<file path="src/rtl/scp_pkg.sv">
package scp_pkg;

    typedef enum logic [1:0] {
        CFG_MASK = 2'd0,
        CFG_PED  = 2'd1,
        CFG_GAIN = 2'd2,
        CFG_THR  = 2'd3
    } cfg_kind_e;

    typedef enum logic [1:0] {
        ST_IDLE = 2'd0,
        ST_OPEN = 2'd1,
        ST_EOE  = 2'd2
    } clu_state_e;

endpackage

</file>
<file path="src/rtl/scp_calib.sv">
module scp_calib #(
    parameter int ADDR_W = 6,
    parameter int CHIP_W = 2,
    parameter int AMP_W  = 12,
    parameter int GAIN_W = 10,
    parameter int FRAC   = 8
) (
    input  logic              clk,
    input  logic              rst_n,
    input  logic              cfg_we,
    input  logic [1:0]        cfg_kind,
    input  logic [ADDR_W-1:0] cfg_idx,
    input  logic [AMP_W-1:0]  cfg_wdata,
    input  logic              in_valid,
    output logic              in_ready,
    input  logic              in_eoe,
    input  logic [ADDR_W-1:0] in_addr,
    input  logic [CHIP_W-1:0] in_chip,
    input  logic [AMP_W-1:0]  in_raw,
    input  logic              s2_ready,
    output logic              s1_valid,
    output logic              s1_eoe,
    output logic [ADDR_W-1:0] s1_addr,
    output logic [AMP_W-1:0]  s1_amp,
    output logic [AMP_W-1:0]  thr
);
    import scp_pkg::*;

    localparam int NSTRIP  = 2 ** ADDR_W;
    localparam int NCHIP   = 2 ** CHIP_W;
    localparam int PW      = AMP_W + GAIN_W;
    localparam int SW      = PW - FRAC;
    localparam int AMP_MAX = (1 << AMP_W) - 1;
    localparam int UNITY   = 1 << FRAC;

    logic [NSTRIP-1:0] mask_q;
    logic [AMP_W-1:0]  ped_q  [NCHIP];
    logic [GAIN_W-1:0] gain_q [NCHIP];
    logic [AMP_W-1:0]  thr_q;

    always_ff @(posedge clk) begin
        if (!rst_n) begin
            mask_q <= '0;
            thr_q  <= '0;
            for (int c = 0; c < NCHIP; c++) begin
                ped_q[c]  <= '0;
                gain_q[c] <= GAIN_W'(UNITY);
            end
        end else if (cfg_we) begin
            unique case (cfg_kind_e'(cfg_kind))
                CFG_MASK: mask_q[cfg_idx]          <= cfg_wdata[0];
                CFG_PED:  ped_q[cfg_idx[CHIP_W-1:0]]  <= cfg_wdata;
                CFG_GAIN: gain_q[cfg_idx[CHIP_W-1:0]] <= cfg_wdata[GAIN_W-1:0];
                CFG_THR:  thr_q                    <= cfg_wdata;
                default:  ;
            endcase
        end
    end

    assign thr = thr_q;

    logic [AMP_W:0]   diff;
    logic [PW-1:0]    prod;
    logic [SW-1:0]    scaled;
    logic [AMP_W-1:0] corr;

    always_comb begin
        diff   = {1'b0, in_raw} - {1'b0, ped_q[in_chip]};
        prod   = PW'(diff[AMP_W-1:0]) * PW'(gain_q[in_chip]);
        scaled = SW'(prod >> FRAC);
        if (mask_q[in_addr] || diff[AMP_W] || (diff == '0))
            corr = '0;
        else if (scaled > SW'(AMP_MAX))
            corr = AMP_W'(AMP_MAX);
        else
            corr = scaled[AMP_W-1:0];
    end

    assign in_ready = !s1_valid || s2_ready;

    always_ff @(posedge clk) begin
        if (!rst_n) begin
            s1_valid <= 1'b0;
            s1_eoe   <= 1'b0;
            s1_addr  <= '0;
            s1_amp   <= '0;
        end else if (in_ready) begin
            s1_valid <= in_valid;
            s1_eoe   <= in_eoe;
            s1_addr  <= in_addr;
            s1_amp   <= corr;
        end
    end

    p_mask_zero_r1: assert property (@(posedge clk) disable iff (!rst_n)
        (in_valid && in_ready && !in_eoe && mask_q[in_addr]) |=> (s1_amp == '0));

    p_clamp_r2: assert property (@(posedge clk) disable iff (!rst_n)
        (in_valid && in_ready && !in_eoe && (in_raw <= ped_q[in_chip])) |=> (s1_amp == '0));

    p_hold_r9: assert property (@(posedge clk) disable iff (!rst_n)
        (s1_valid && !s2_ready) |=> (s1_valid && $stable(s1_addr) && $stable(s1_amp) && $stable(s1_eoe)));

endmodule

</file>
<file path="src/rtl/scp_centroid.sv">
module scp_centroid #(
    parameter int ADDR_W = 6,
    parameter int AMP_W  = 12
) (
    input  logic [ADDR_W-1:0]   peak_addr,
    input  logic [AMP_W-1:0]    a_m2,
    input  logic [AMP_W-1:0]    a_m1,
    input  logic [AMP_W-1:0]    a_pk,
    input  logic [AMP_W-1:0]    a_p1,
    input  logic [AMP_W-1:0]    a_p2,
    output logic [ADDR_W+3:0]   centroid
);
    localparam int MW = AMP_W + 4;
    localparam int NW = MW + 4;
    localparam int CW = ADDR_W + 4;

    logic        [AMP_W+2:0] sum5;
    logic signed [MW-1:0]    d2, d1, mom;
    logic signed [NW-1:0]    num, quo;
    logic        [CW-1:0]    base;

    always_comb begin
        sum5 = (AMP_W+3)'(a_m2) + (AMP_W+3)'(a_m1) + (AMP_W+3)'(a_pk)
             + (AMP_W+3)'(a_p1) + (AMP_W+3)'(a_p2);
        d2   = MW'(a_p2) - MW'(a_m2);
        d1   = MW'(a_p1) - MW'(a_m1);
        mom  = (d2 <<< 1) + d1;
        num  = NW'(mom) <<< 4;
        if (sum5 == '0)
            quo = '0;
        else
            quo = num / $signed(NW'(sum5));
        base     = {peak_addr, 4'b0000};
        centroid = base + CW'(quo);
    end

endmodule

</file>
<file path="src/rtl/scp_cluster_fsm.sv">
module scp_cluster_fsm #(
    parameter int ADDR_W = 6,
    parameter int AMP_W  = 12,
    parameter int CHG_W  = 16
) (
    input  logic              clk,
    input  logic              rst_n,
    input  logic              s1_valid,
    input  logic              s1_eoe,
    input  logic [ADDR_W-1:0] s1_addr,
    input  logic [AMP_W-1:0]  s1_amp,
    input  logic [AMP_W-1:0]  thr,
    output logic              s2_ready,
    output logic              out_valid,
    output logic [ADDR_W+3:0] out_centroid,
    output logic [CHG_W-1:0]  out_charge,
    output logic              out_eoe
);
    import scp_pkg::*;

    clu_state_e state_q, state_d;

    logic [ADDR_W-1:0] last_q, paddr_q;
    logic [AMP_W-1:0]  peak_q, pm1_q, pm2_q, pp1_q, pp2_q, h1_q, h2_q;
    logic [1:0]        after_q;
    logic [CHG_W-1:0]  charge_q;
    logic [ADDR_W+3:0] cent;

    logic take, above, contig, is_open, close_clu, start_clu, extend_clu;
    logic [CHG_W:0] csum;

    assign s2_ready = (state_q != ST_EOE);
    assign take     = s1_valid && s2_ready;
    assign above    = (s1_amp > thr);
    assign contig   = ({1'b0, s1_addr} == ({1'b0, last_q} + 1'b1));
    assign is_open  = (state_q == ST_OPEN);

    assign close_clu  = take && is_open && (s1_eoe || !above || !contig);
    assign start_clu  = take && !s1_eoe && above && (!is_open || !contig);
    assign extend_clu = take && !s1_eoe && above && is_open && contig;
    assign csum       = {1'b0, charge_q} + (CHG_W+1)'(s1_amp);

    always_comb begin
        state_d = state_q;
        unique case (state_q)
            ST_IDLE: if (take && !s1_eoe && above) state_d = ST_OPEN;
            ST_OPEN: if (take) begin
                if (s1_eoe)      state_d = ST_EOE;
                else if (!above) state_d = ST_IDLE;
                else             state_d = ST_OPEN;
            end
            ST_EOE:  state_d = ST_IDLE;
            default: state_d = ST_IDLE;
        endcase
    end

    always_ff @(posedge clk) begin
        if (!rst_n) state_q <= ST_IDLE;
        else        state_q <= state_d;
    end

    always_ff @(posedge clk) begin
        if (!rst_n) begin
            last_q <= '0; paddr_q <= '0; peak_q <= '0;
            pm1_q <= '0; pm2_q <= '0; pp1_q <= '0; pp2_q <= '0;
            h1_q <= '0; h2_q <= '0; after_q <= '0; charge_q <= '0;
        end else if (start_clu) begin
            last_q   <= s1_addr;
            paddr_q  <= s1_addr;
            peak_q   <= s1_amp;
            pm1_q    <= '0; pm2_q <= '0; pp1_q <= '0; pp2_q <= '0;
            h1_q     <= s1_amp;
            h2_q     <= '0;
            after_q  <= '0;
            charge_q <= CHG_W'(s1_amp);
        end else if (extend_clu) begin
            last_q   <= s1_addr;
            h1_q     <= s1_amp;
            h2_q     <= h1_q;
            charge_q <= csum[CHG_W] ? '1 : csum[CHG_W-1:0];
            if (s1_amp > peak_q) begin
                peak_q  <= s1_amp;
                paddr_q <= s1_addr;
                pm1_q   <= h1_q;
                pm2_q   <= h2_q;
                pp1_q   <= '0;
                pp2_q   <= '0;
                after_q <= '0;
            end else if (after_q == 2'd0) begin
                pp1_q   <= s1_amp;
                after_q <= 2'd1;
            end else if (after_q == 2'd1) begin
                pp2_q   <= s1_amp;
                after_q <= 2'd2;
            end
        end
    end

    scp_centroid #(.ADDR_W(ADDR_W), .AMP_W(AMP_W)) u_cent (
        .peak_addr (paddr_q),
        .a_m2      (pm2_q),
        .a_m1      (pm1_q),
        .a_pk      (peak_q),
        .a_p1      (pp1_q),
        .a_p2      (pp2_q),
        .centroid  (cent)
    );

    always_ff @(posedge clk) begin
        if (!rst_n) begin
            out_valid    <= 1'b0;
            out_centroid <= '0;
            out_charge   <= '0;
            out_eoe      <= 1'b0;
        end else begin
            out_valid <= close_clu;
            if (close_clu) begin
                out_centroid <= cent;
                out_charge   <= charge_q;
            end
            out_eoe <= (state_q == ST_EOE) || (take && s1_eoe && (state_q == ST_IDLE));
        end
    end

    p_eoe_apart_r8: assert property (@(posedge clk) disable iff (!rst_n)
        out_eoe |-> !out_valid);

    p_flush_order_r8: assert property (@(posedge clk) disable iff (!rst_n)
        (take && s1_eoe && is_open) |=> out_valid ##1 out_eoe);

    p_charge_pos_r5: assert property (@(posedge clk) disable iff (!rst_n)
        out_valid |-> (out_charge != '0));

    p_open_above_r3: assert property (@(posedge clk) disable iff (!rst_n)
        (take && !s1_eoe && !above) |=> (state_q != ST_OPEN));

endmodule

</file>
<file path="src/rtl/strip_cluster_pre.sv">
module strip_cluster_pre #(
    parameter int ADDR_W = 6,
    parameter int CHIP_W = 2,
    parameter int AMP_W  = 12,
    parameter int GAIN_W = 10,
    parameter int FRAC   = 8,
    parameter int CHG_W  = 16
) (
    input  logic              clk,
    input  logic              rst_n,
    input  logic              cfg_we,
    input  logic [1:0]        cfg_kind,
    input  logic [ADDR_W-1:0] cfg_idx,
    input  logic [AMP_W-1:0]  cfg_wdata,
    input  logic              in_valid,
    output logic              in_ready,
    input  logic              in_eoe,
    input  logic [ADDR_W-1:0] in_addr,
    input  logic [CHIP_W-1:0] in_chip,
    input  logic [AMP_W-1:0]  in_raw,
    output logic              out_valid,
    output logic [ADDR_W+3:0] out_centroid,
    output logic [CHG_W-1:0]  out_charge,
    output logic              out_eoe
);
    logic              s1_valid, s1_eoe, s2_ready;
    logic [ADDR_W-1:0] s1_addr;
    logic [AMP_W-1:0]  s1_amp, thr;

    scp_calib #(
        .ADDR_W(ADDR_W), .CHIP_W(CHIP_W), .AMP_W(AMP_W),
        .GAIN_W(GAIN_W), .FRAC(FRAC)
    ) u_calib (
        .clk(clk), .rst_n(rst_n),
        .cfg_we(cfg_we), .cfg_kind(cfg_kind), .cfg_idx(cfg_idx), .cfg_wdata(cfg_wdata),
        .in_valid(in_valid), .in_ready(in_ready), .in_eoe(in_eoe),
        .in_addr(in_addr), .in_chip(in_chip), .in_raw(in_raw),
        .s2_ready(s2_ready),
        .s1_valid(s1_valid), .s1_eoe(s1_eoe), .s1_addr(s1_addr), .s1_amp(s1_amp),
        .thr(thr)
    );

    scp_cluster_fsm #(.ADDR_W(ADDR_W), .AMP_W(AMP_W), .CHG_W(CHG_W)) u_fsm (
        .clk(clk), .rst_n(rst_n),
        .s1_valid(s1_valid), .s1_eoe(s1_eoe), .s1_addr(s1_addr), .s1_amp(s1_amp),
        .thr(thr), .s2_ready(s2_ready),
        .out_valid(out_valid), .out_centroid(out_centroid),
        .out_charge(out_charge), .out_eoe(out_eoe)
    );

    p_latency_r11: assert property (@(posedge clk) disable iff (!rst_n)
        out_valid |-> $past(s1_valid));

endmodule

</file>
<file path="config.mk">
export PLATFORM = sky130hd
export DESIGN_NAME = strip_cluster_pre
export DESIGN_NICKNAME = d
export VERILOG_FILES = /design/src/rtl/scp_pkg.sv /design/src/rtl/scp_calib.sv /design/src/rtl/scp_centroid.sv /design/src/rtl/scp_cluster_fsm.sv /design/src/rtl/strip_cluster_pre.sv
export SDC_FILE = /design/constraint.sdc
export NUM_CORES = 1
export LEC_CHECK = 0
export ABC_CLOCK_PERIOD_IN_PS = 65400
export BUFFER_PORTS_ARGS = -buffer_cell sky130_fd_sc_hd__buf_2
export CORE_ASPECT_RATIO = 0.8
export CORE_MARGIN = 2
export CORE_UTILIZATION = 30
export CTS_CLUSTER_SIZE = 25
export DETAILED_ROUTE_END_ITERATION = 10
export PLACE_DENSITY = 0.47
export SLEW_MARGIN = 20
export SYNTH_ARGS = -nofsm -noshare
export SYNTH_HDL_FRONTEND = slang
export SYNTH_SLANG_ARGS = --single-unit
</file>
<file path="constraint.sdc">
create_clock -name clk -period 65.4 [get_ports clk]
set_input_delay 0 -clock clk [delete_from_list [all_inputs] [get_ports clk]]
set_output_delay 0 -clock clk [all_outputs]
set_load 0.03 [all_outputs]
</file>
==> flow_results.org <==
** Critical path
- Arrival time at the worst endpoint :: 53850 ps
- Cell at the slowest stage of the critical path :: a311oi_1
- STA puts the critical path data required time at 65840 ps.
- Most numerous cell on the critical path :: a21o_1
- Family of cells with the greatest summed delay on the critical path :: compound AO/OA/AOI/OAI gates
- The worst setup path is of the flop to flop kind.
- Worst R2R Path Depth :: 216
- In this design, the stage delay of the slowest critical-path cell is 870 ps.
- Logic depth of the worst path, buffers included :: 216
- Of all nets on the critical path, the largest fanout is 22.
- STA classifies the critical path endpoint as a flop.
- Startpoint kind of the worst setup timing path :: flop
- The number of buffers and inverters on the critical path is 6.

** Clock tree
- Clock input transition at the sequential cells of the worst setup and hold paths :: 70 ps
- Root buf cell :: clkbuf_16
- The later pin in the worst-skew pair is clocked with a latency of 570 ps.
- TritonCTS created 38 clock buffers.
- No sink is reached through more buffers than the 3 on the longest clock path.
- The H-tree was split into 2 levels.
- Number of gates given a new drive strength after cts :: 0
- For this design, the sink count on the clock tree is 328.
- TritonCTS built the clock tree.

** Detailed routing
- Number of nets with antenna violations after routing :: 0
- Post-route DRC :: 0
- In this run, the number of DRC markers left after iteration 0 of detailed routing was 2380.
- Using the TritonRoute via totals, the vias-per-cell ratio works out to 5.244.
- The first detailed-routing pass ran for 6 iterations.
- In the final routed layout, each cell accounts on average for 19.39 um.
- Total number of vias :: 28780
- Detailed-route wire length :: 106400 um

** Worst hold path
- The path class of the tightest hold or removal check is input pin to flop.
- Counting instances, the worst hold path has a depth of 3.

** Yosys
- After technology mapping, the gate count stands at 3987.
- In this run the mean area of a mapped cell was 8.297 um2.
- Library cell with the largest summed area after synthesis :: dfxtp_1
- Yosys printed 0 warnings.
- Among all flip-flop cells after synthesis, the most frequent one is dfxtp_1.
- Sequential area share after synthesis :: 0.2251
- Netlist area before placement :: 33080 um2
- Among all cell types in the netlist, the one instantiated most often is nand2_1.
- By count the netlist is led by nand2_1 (449), ha_1 (367), a21oi_1 (354).
- Synth Register Bits :: 328
- Ranking of synthesized cells by area :: dfxtp_1 (15%), ha_1 (14%), edfxtp_1 (8.0%), fa_1 (6.6%), a21oi_1 (5.4%)
- Post-synth net total :: 4508
- The number of different library cells used by synthesis comes to 113.
- Fraction of synthesized cell area taken by the top area cell type :: 0.1452
- In the synthesized netlist the async set-or-reset flop fraction comes to 0.
- Number of enable flip-flop cells after synthesis :: 88

** Floorplan
- In this run the vertical extent of the chip is 301.0 um.
- Row Count :: 108
- Top-Level Pins :: 74
- The total area inside the core boundary comes to 108900 um2.
- For this configuration, the core starts out at a cell density of 0.3037.
- The floorplan step set the die width to 375.3 um.
- The floorplan step defined a die boundary enclosing 113000 um2.

** Timing
- Final hold viol count :: 0
- Unrepaired setup endpoints after global routing :: no
- Final Setup Violations :: 0
- Measured against its own limit, the worst slew margin works out to 0.2015.
- In the finished design, the share of the clock period the worst path needs comes to 0.8166.
- Static timing analysis puts the maximum clock frequency at 18.72 MHz.
- The tightest hold path in the finished design has a slack of 46.09 ps.
- For the pin with the worst max-slew slack, the measured transition is 1183 ps.
- Minimum period implied by the final worst setup slack :: 53410 ps
- Clock skew after layout :: 27.13 ps
- The number of max-slew violations in the final report was 0.
- For the final routed database, the setup TNS stands at 0 ps.

** Final layout
- NumNets Final :: 4548
- The repair_antennas step left the layout with diodes totalling 0.
- Area Growth Syn to Fin :: 10.62%
- In the final layout, the share of cells above drive strength 1 is 0.09440.
- At the end of the flow the core is filled with cells to 0.3360.
- Fill cell total of the finished layout :: 11600

** Status
- The flow ran to the end, and the final reports show no timing, DRC or antenna violations.

** Global route
- The first global-routing pass estimated 165900 um of wire.
- For this run, global-route usage on met3 was measured as 0.03119.
- Layer with the highest usage after global routing :: met1
- Global route overflow :: 0
- Antenna violations before repair :: 0
- Met1 GRT Util :: 0.2895
- Pin count of the biggest net entering global routing :: 74
- In the global route stage, met2 resource usage came out at 0.2724.
- For this run, the total global-route usage over all layers was measured as 0.1862.
- The number of global-route vias before repair came to 27890.

** Job
- Across the run, the number of max-cap violations was 0.

** Place
- Number of buffers inserted by port buffering :: 73
- Placer Congestion :: 0.9161
- Half-perimeter wire length after placement :: 80870 um
==> sequential cells by signal (all words and copies together), names as in the netlist, 10 cells and up <==
| register | cells |
|---|---|
| u_calib.gain_q | 40 |
| u_calib.mask_q | 64 |
| u_calib.ped_q | 48 |
| u_calib.s1_amp | 12 |
| u_calib.thr | 12 |
| u_fsm.charge_q | 16 |
| u_fsm.h1_q | 12 |
| u_fsm.h2_q | 12 |
| u_fsm.out_centroid | 10 |
| u_fsm.out_charge | 16 |
| u_fsm.peak_q | 12 |
| u_fsm.pm1_q | 12 |
| u_fsm.pm2_q | 12 |
| u_fsm.pp1_q | 12 |
| u_fsm.pp2_q | 12 |
==> cell type report <==
type / count / area (um2) / area share
flip-flops and latches: 328 / 7447 / 0.2035
repair buffers: 161 / 1094 / 0.02988
clock inverters: 19 / 198.9 / 0.005436
multi-input cells: 3220 / 23920 / 0.6535
well taps: 1430 / 1789 / 0.04889
clock buffers: 51 / 1101 / 0.03009
inverters: 278 / 1049 / 0.02865
==> through the flow <==
stage	instance area, um2	instances	setup slack [ps]
finish	36590	5487	11990
global route	36590	5487	7759
CTS	36590	5487	12920
detailed placement	35020	5390	13140
global placement	35020	5390	13850
floorplan	33080	3987	19940
==> routing by layer <==
| layer | wire length [um] | part of all wire |
|---|---|---|
| met1 | 55990 | 0.53 |
| met2 | 42890 | 0.40 |
| met3 | 6420 | 0.060 |
| met4 | 1118 | 0.011 |
| met5 | 0 | 0 |
==> worst paths after layout <==
path / to / startpoint / slack [ps]
worst min-delay path: u_calib.s1_addr[0] / in_addr[0] / 50
worst min register to register: u_fsm.out_centroid[4] / u_fsm.out_centroid[4] / 460
worst max-delay path: u_fsm.out_centroid[9] / u_fsm.pm2_q[1] / 11990
worst max register to register: u_fsm.out_centroid[9] / u_fsm.pm2_q[1] / 11990
==> cell usage in the layout, fill, tap and decap left out, types with 96 or more instances in the layout <==
cell and n:
inv_1 276, xnor2_1 115, xor2_1 96, o21ai_0 166
nand2_1 449, a21o_1 113, dfxtp_1 240, ha_1 367
nor2_1 343, a21oi_1 354, fa_1 109
==> what timing repair did <==
item / in CTS / in global routing
endpoints found under the hold margin: 114 / 0
setup buffers: 0 / 0
hold buffers: 27 / 0
==> worst reg2reg max path: cells and delay by family, from the launching register on <==
| family | cells | cell delay, ps |
|---|---|---|
| compound gates | 119 | 27830 |
| flops | 1 | 440 |
| simple gates | 56 | 12240 |
| xor+xnor | 3 | 510 |
| fa+ha+maj | 24 | 8140 |
| buf+inv | 6 | 950 |
| mux | 8 | 3190 |
==> cell families (layout without fill, tap and decap cells) <==
group                      count (synthesis)  after routing  share of synthesized area
and+or+nand+nor                         1375           1375                     0.1990
AOI/OAI and AO/OA                        983            983                     0.1910
adders and majority gates                476            476                     0.2048
buffers and inverters                    439            509                    0.05299
DFF                                      328            328                     0.2251
xor gates and xnor gates                 215            215                    0.05776
muxes                                    170            170                    0.06926
other                                      1              1                  0.0001134
Power is left out: the tool's default activity adds up to more than one toggle a clock period on the data nets, which glitch-free logic cannot reach.
